`config.mk`:
```
export PLATFORM = sky130hd
export DESIGN_NAME = err_volt_ctrl
export DESIGN_NICKNAME = d
export VERILOG_FILES = /design/src/rtl/evc_pkg.sv /design/src/rtl/evc_window_timer.sv /design/src/rtl/evc_err_counter.sv /design/src/rtl/evc_code_step.sv /design/src/rtl/err_volt_ctrl.sv
export SDC_FILE = /design/constraint.sdc
export NUM_CORES = 1
export LEC_CHECK = 0
export BUFFER_PORTS_ARGS = -buffer_cell sky130_fd_sc_hd__buf_2
export CAP_MARGIN = 20
export CORE_ASPECT_RATIO = 1.75
export CORE_MARGIN = 2
export CORE_UTILIZATION = 28
export CTS_BUF_LIST = sky130_fd_sc_hd__clkbuf_2
export CTS_CLUSTER_SIZE = 12
export DETAILED_ROUTE_END_ITERATION = 7
export GPL_TIMING_DRIVEN = 1
export PLACE_DENSITY_LB_ADDON = 0.25
export SYNTH_ARGS = -nofsm -noshare
export SYNTH_HDL_FRONTEND = slang
export SYNTH_SLANG_ARGS = --single-unit
```
`constraint.sdc`:
```
create_clock -name clk_i -period 6.6 [get_ports clk_i]
set_clock_uncertainty 0.2 [all_clocks]
set_input_delay 0.66 -clock clk_i [delete_from_list [all_inputs] [get_ports clk_i]]
set_output_delay 0.66 -clock clk_i [all_outputs]
set_load 0.02 [all_outputs]
```
`src/rtl/evc_pkg.sv`:
```
package evc_pkg;
  localparam int unsigned EVC_CODE_W  = 12;
  localparam int unsigned EVC_CNT_W   = 8;
  localparam int unsigned EVC_WIN_W   = 16;
  localparam int unsigned EVC_SHIFT_W = 3;
  localparam int unsigned EVC_CODE_MIN   = 512;
  localparam int unsigned EVC_CODE_MAX   = 4000;
  localparam int unsigned EVC_RESET_CODE = 3584;

  function automatic int unsigned evc_max(int unsigned a, int unsigned b);
    return (a > b) ? a : b;
  endfunction
endpackage

```
`src/rtl/evc_window_timer.sv`:
```
module evc_window_timer #(
  parameter int unsigned WIN_W = evc_pkg::EVC_WIN_W
) (
  input  logic             clk_i,
  input  logic             rst_ni,
  input  logic [WIN_W-1:0] win_len_i,
  output logic             tick_o
);
  logic [WIN_W-1:0] cnt_q;
  logic [WIN_W-1:0] last_idx;

  // length 0 behaves as 1
  assign last_idx = (win_len_i == '0) ? '0 : win_len_i - WIN_W'(1);
  // >= so a shrunken window closes at once
  assign tick_o   = (cnt_q >= last_idx);

  always_ff @(posedge clk_i or negedge rst_ni) begin
    if (!rst_ni)     cnt_q <= '0;
    else if (tick_o) cnt_q <= '0;
    else             cnt_q <= cnt_q + WIN_W'(1);
  end

  AST_TICK_RESTART: assert property (@(posedge clk_i) disable iff (!rst_ni)
    tick_o |=> (cnt_q == '0));
  AST_TIMER_ADVANCE: assert property (@(posedge clk_i) disable iff (!rst_ni)
    !tick_o |=> (cnt_q == $past(cnt_q) + WIN_W'(1)));
endmodule

```
`src/rtl/evc_err_counter.sv`:
```
module evc_err_counter #(
  parameter int unsigned CNT_W = evc_pkg::EVC_CNT_W
) (
  input  logic             clk_i,
  input  logic             rst_ni,
  input  logic             err_i,
  input  logic             tick_i,
  output logic [CNT_W-1:0] sample_o,
  output logic             sample_vld_o
);
  localparam logic [CNT_W-1:0] CNT_TOP = '1;

  logic [CNT_W-1:0] acc_q;
  logic [CNT_W-1:0] acc_inc;

  // saturating; includes the event of the current cycle
  assign acc_inc = (err_i && (acc_q != CNT_TOP)) ? acc_q + CNT_W'(1) : acc_q;

  always_ff @(posedge clk_i or negedge rst_ni) begin
    if (!rst_ni) begin
      acc_q        <= '0;
      sample_o     <= '0;
      sample_vld_o <= 1'b0;
    end else begin
      sample_vld_o <= tick_i;
      if (tick_i) begin
        sample_o <= acc_inc;
        acc_q    <= '0;
      end else begin
        acc_q    <= acc_inc;
      end
    end
  end

  AST_ACC_CLEARED: assert property (@(posedge clk_i) disable iff (!rst_ni)
    tick_i |=> (acc_q == '0));
  AST_ACC_MONOTONE: assert property (@(posedge clk_i) disable iff (!rst_ni)
    !tick_i |=> (acc_q >= $past(acc_q)));
  AST_SAMPLE_FOLLOWS_TICK: assert property (@(posedge clk_i) disable iff (!rst_ni)
    tick_i |=> sample_vld_o);
  AST_SAMPLE_HELD: assert property (@(posedge clk_i) disable iff (!rst_ni)
    !tick_i |=> $stable(sample_o));
endmodule

```
`src/rtl/evc_code_step.sv`:
```
module evc_code_step #(
  parameter int unsigned CODE_W     = evc_pkg::EVC_CODE_W,
  parameter int unsigned CNT_W      = evc_pkg::EVC_CNT_W,
  parameter int unsigned SHIFT_W    = evc_pkg::EVC_SHIFT_W,
  parameter int unsigned CODE_MIN   = evc_pkg::EVC_CODE_MIN,
  parameter int unsigned CODE_MAX   = evc_pkg::EVC_CODE_MAX,
  parameter int unsigned RESET_CODE = evc_pkg::EVC_RESET_CODE
) (
  input  logic               clk_i,
  input  logic               rst_ni,
  input  logic               upd_i,
  input  logic [CNT_W-1:0]   sample_i,
  input  logic [CNT_W-1:0]   ref_rate_i,
  input  logic [SHIFT_W-1:0] shift_i,
  output logic [CODE_W-1:0]  code_o
);
  localparam int unsigned DW = CNT_W + 1;
  localparam int unsigned SW = evc_pkg::evc_max(CODE_W, CNT_W) + 2;
  localparam logic signed [SW-1:0] LIM_HI = SW'(CODE_MAX);
  localparam logic signed [SW-1:0] LIM_LO = SW'(CODE_MIN);

  logic [CODE_W-1:0]        code_q;
  logic signed [DW-1:0]     diff;
  logic signed [DW-1:0]     step;
  logic signed [SW-1:0]     step_x;
  logic signed [SW-1:0]     code_x;
  logic signed [SW-1:0]     cand;
  logic [CODE_W-1:0]        code_nxt;

  assign diff   = $signed({1'b0, ref_rate_i}) - $signed({1'b0, sample_i});
  assign step   = diff >>> shift_i;
  assign step_x = $signed({{(SW-DW){step[DW-1]}}, step});
  assign code_x = $signed({{(SW-CODE_W){1'b0}}, code_q});
  assign cand   = code_x - step_x;

  always_comb begin
    if (cand > LIM_HI)      code_nxt = CODE_W'(CODE_MAX);
    else if (cand < LIM_LO) code_nxt = CODE_W'(CODE_MIN);
    else                    code_nxt = cand[CODE_W-1:0];
  end

  always_ff @(posedge clk_i or negedge rst_ni) begin
    if (!rst_ni)    code_q <= CODE_W'(RESET_CODE);
    else if (upd_i) code_q <= code_nxt;
  end

  assign code_o = code_q;

  AST_CODE_CEIL: assert property (@(posedge clk_i) disable iff (!rst_ni)
    code_q <= CODE_W'(CODE_MAX));
  AST_CODE_FLOOR: assert property (@(posedge clk_i) disable iff (!rst_ni)
    code_q >= CODE_W'(CODE_MIN));
  AST_CODE_IDLE: assert property (@(posedge clk_i) disable iff (!rst_ni)
    !upd_i |=> $stable(code_q));
  AST_LOWER_ON_SLACK: assert property (@(posedge clk_i) disable iff (!rst_ni)
    (upd_i && diff > 0) |=> (code_q <= $past(code_q)));
  AST_RAISE_ON_EXCESS: assert property (@(posedge clk_i) disable iff (!rst_ni)
    (upd_i && diff < 0) |=> (code_q >= $past(code_q)));
  AST_HOLD_ON_MATCH: assert property (@(posedge clk_i) disable iff (!rst_ni)
    (upd_i && diff == 0) |=> $stable(code_q));
endmodule

```
`src/rtl/err_volt_ctrl.sv`:
```
module err_volt_ctrl #(
  parameter int unsigned CODE_W     = evc_pkg::EVC_CODE_W,
  parameter int unsigned CNT_W      = evc_pkg::EVC_CNT_W,
  parameter int unsigned WIN_W      = evc_pkg::EVC_WIN_W,
  parameter int unsigned SHIFT_W    = evc_pkg::EVC_SHIFT_W,
  parameter int unsigned CODE_MIN   = evc_pkg::EVC_CODE_MIN,
  parameter int unsigned CODE_MAX   = evc_pkg::EVC_CODE_MAX,
  parameter int unsigned RESET_CODE = evc_pkg::EVC_RESET_CODE
) (
  input  logic               clk_i,
  input  logic               rst_ni,
  input  logic               err_i,
  input  logic [CNT_W-1:0]   ref_rate_i,
  input  logic [WIN_W-1:0]   win_len_i,
  input  logic [SHIFT_W-1:0] step_shift_i,
  output logic [CODE_W-1:0]  dac_code_o
);
  logic             tick;
  logic [CNT_W-1:0] sample;
  logic             sample_vld;

  evc_window_timer #(.WIN_W(WIN_W)) i_timer (
    .clk_i    (clk_i),
    .rst_ni   (rst_ni),
    .win_len_i(win_len_i),
    .tick_o   (tick)
  );

  evc_err_counter #(.CNT_W(CNT_W)) i_counter (
    .clk_i       (clk_i),
    .rst_ni      (rst_ni),
    .err_i       (err_i),
    .tick_i      (tick),
    .sample_o    (sample),
    .sample_vld_o(sample_vld)
  );

  evc_code_step #(
    .CODE_W    (CODE_W),
    .CNT_W     (CNT_W),
    .SHIFT_W   (SHIFT_W),
    .CODE_MIN  (CODE_MIN),
    .CODE_MAX  (CODE_MAX),
    .RESET_CODE(RESET_CODE)
  ) i_step (
    .clk_i     (clk_i),
    .rst_ni    (rst_ni),
    .upd_i     (sample_vld),
    .sample_i  (sample),
    .ref_rate_i(ref_rate_i),
    .shift_i   (step_shift_i),
    .code_o    (dac_code_o)
  );

  AST_RESET_CODE: assert property (@(posedge clk_i)
    !rst_ni |=> (rst_ni || dac_code_o == CODE_W'(RESET_CODE)));
endmodule

```
==> qor.csv <==
metric,value,unit
RSZ-0062 raised after global routing,no,
CTS resizes,0,
wire per inst,14.4,um
synthesized flop and latch total,45,
"Async S/R FF share, synth",100,%
GRT overflow,0,
Critical Path Fanout Max,4,
Pre-Repair DR Iteration Count,4,
crit-path cells,"ha_1, inv_1, fa_1, a211oi_1, o21bai_1, a21oi_1, nor3b_1, a2111oi_0, o311ai_0, mux4_2, ha_1, nor2b_2, o21ai_2, a31oi_1, o311a_4, or4_4, o211a_1, a311o_1",
vias per inst,5.10,
via count,3455,
# IOs,42,
TritonCTS clock tree,done,
Seq pwr share,25.3,%
largest net degree at the start of global routing,46,
clk sinks,45,
register area,0.00113,mm^2
Die ar.,0.0152,mm^2
critical setup path kind,reg -> reg,
Syn Nets,530,
max-slew violation count,0,
static leakage,2.09,nW
CTS Root Cell,clkbuf_2,
"Top FF cell, synth",dfrtp_1,
Die Y,162,um
Max Cap Viol,0,
clk slew on worst S/H paths,0.27,ns
"Min Clock Period, post-route",5.82,ns
critical path arrival,5.99,ns
post-synthesis sequential area ratio,28.4,%
post-DP HPWL,7.85,mm
dpl ws,0.385,ns
setup_tns,0,ns
"commonest cells after routing, fill and taps aside","nor2_1, dfrtp_1, ha_1, buf_2, nand2_1",
"most common cell after layout, fill and taps aside",nor2_1,
crit end category,flop,
period utilisation layout,88.1,%
Post-synth EDFFs,0,
Fmax achieved,172,MHz
Worst Tran Pin Value,0.705,ns
num rows,57,
filler instances,1514,
vias in the first global route,3580,
Slowest Stage Delay on Critical Path,0.54,ns
DR DRC count,0,
"Distinct cells, synth",64,
Critical Path Most Common Cell,ha_1,
Final Hold Fails,0,
Layout area overhead,12.4,%
Post-Route WL,9.78,mm
Total GRT Usage,13.4,%
Routed Antenna Nets,0,
Port Buffers,41,
Cells after Synth,457,
initial antenna violation count,1,
Sw Share,47.6,%
Clk pwr share,8.9,%
TritonCTS Buffers,5,
Synthesis Warnings,0,
DIE WIDTH,94.2,um
P per Cell Area,416,mW/mm^2
worst endpoint required time,6.78,ns
htree depth,2,
Core Region,0.0139,mm^2
Final WS setup,0.782,ns
share of cells above drive strength 1,15.4,%
final setup fails,0,
outcome,"complete, no violations",
worst min-delay path category,reg -> reg,
Clock Latency Late Sink,0.45,ns
initial DRC count,83,
Avg Inst Size Synth,8.72,um^2
Layout Utilization,32.2,%
Max VDD drop,0.230,mV
sw power,0.886,mW
Pint,0.975,mW
Nets,571,
Mapped Area,0.00399,mm^2
footprint of the multi-input gates,0.00270,mm^2
part of the power in combinational logic,65.9,%
RD Place Congestion,0.822,
Crit-path slowest cell,mux4_2,
Setup crit start kind,flop,
first-pass GRT wire length,16.4,mm
max_slew headroom,52.4,%
power consumption,1.86,mW
effective utilization at floorplan,28.7,%
Clock Tree Buf Depth,2,
## cells by family (layout without fill, tap and decap cells)
kind of cell	Yosys count	after routing	share of synthesized area, %
AOI/OAI and AO/OA	94	94	16.9
xor gates and xnor gates	47	47	10.3
adders and majority gates	43	43	13.9
buffers and inverters	39	81	3.96
DFF	45	45	28.4
muxes	25	25	6.72
other	0	1	0
and+or+nand+nor	164	164	19.9
## per-layer routing
layer,wire (um),up-vias,track usage (%),part of all wire (%)
met4,231,0,4.94,2.4
met5,0,-,0,0
met1,3680,1669,13.3,38
met3,240,16,1.72,2.5
li1,-,1707,-,-
met2,5630,63,27.1,58
## cells in the mapped netlist (3+ instances only)
cell / number / area share, %
or3_1: 5 / 0.78
a21oi_1: 19 / 2.4
a21o_2: 3 / 0.66
a211oi_1: 3 / 0.57
nor2_1: 58 / 5.5
nor2b_1: 3 / 0.47
nor3_1: 10 / 1.3
nand2b_1: 5 / 0.78
and2b_2: 3 / 0.66
clkbuf_1: 7 / 0.66
o22ai_1: 3 / 0.47
xor2_1: 26 / 5.7
xnor2_1: 21 / 4.6
nand4_1: 4 / 0.63
nand3_1: 15 / 1.9
o21a_1: 4 / 0.75
nand2_1: 35 / 3.3
dfstp_2: 3 / 2.0
o21ai_0: 14 / 1.8
mux2_2: 4 / 1.1
o311ai_0: 3 / 0.66
and3_1: 8 / 1.3
o211a_1: 3 / 0.75
a31oi_1: 7 / 1.1
o2bb2ai_1: 4 / 0.88
o211ai_1: 5 / 0.94
ha_1: 41 / 13
a21o_1: 7 / 1.3
dfrtp_1: 42 / 26
nor4_1: 3 / 0.47
mux2i_1: 20 / 5.0
inv_1: 27 / 2.5
## stage by stage
stage / hold WS [ns] / std cells / instance area (um^2)
2_1_floorplan: 0.164 / 457 / 3990
3_3_place_gp: 0.298 / 666 / 4370
3_5_place_dp: 0.307 / 666 / 4370
4_1_cts: 0.152 / 674 / 4450
5_1_grt: 0.272 / 677 / 4480
6_report: 0.332 / 677 / 4480
## power groups by stage
stage | Clock (mW) | Combinational, mW | Sequential (mW)
after global routing | 0.189 | 1.37 | 0.488
after floorplan | 0 | 0.926 | 0.491
final | 0.165 | 1.23 | 0.471
after global placement | 0 | 1.21 | 0.478
after detailed placement | 0 | 1.22 | 0.478
after CTS | 0.176 | 1.23 | 0.473
## final timing paths
kind | start | endpoint | slack, ns | depth (start not counted)
max | i_counter.sample_o[0] | i_step.code_o[5] | 0.78 | 18
min | i_step.code_o[10] | i_step.code_o[10] | 0.33 | 2
max reg2reg | i_counter.sample_o[0] | i_step.code_o[5] | 0.78 | 18
min reg2reg | i_step.code_o[10] | i_step.code_o[10] | 0.33 | 2
max in group asynchronous | rst_ni | i_step.code_o[10] | 5.30 | 3
min in group asynchronous | rst_ni | i_counter.sample_o[0] | 0.34 | 2
## state kept, by name, indices dropped and copies added, names as in the netlist
| signal | count |
|---|---|
| i_timer.cnt_q | 16 |
| i_step.code_o | 12 |
| i_counter.acc_q | 8 |
| i_counter.sample_o | 8 |
| i_counter.sample_vld_o | 1 |
## area by class of cell
cell class / count / share of cell area (%)
antenna: 1 / 0.0559
clock buffer: 5 / 0.559
clock inverter: 3 / 1.03
inverter: 28 / 2.35
multi-input combinational: 373 / 60.2
sequential: 45 / 25.2
tap: 177 / 4.95
timing repair buffer: 45 / 5.59
## timing repair
action                                  CTS  global route
hold buffers                              0             1
hold endpoints to repair                  0             7
setup buffers                             0             0
endpoints found under the setup margin    0             0
## worst max-delay path: cells and delay by family, from the launching register on
kind	cells	cell delay [ns]
adders and majority gates	3	0.92
AOI/OAI and AO/OA	10	2.74
muxes	1	0.54
DFF	1	0.45
and+or+nand+nor	3	0.83
buffers and inverters	1	0.05
No activity file was read; power rests on OpenSTA's default activity.
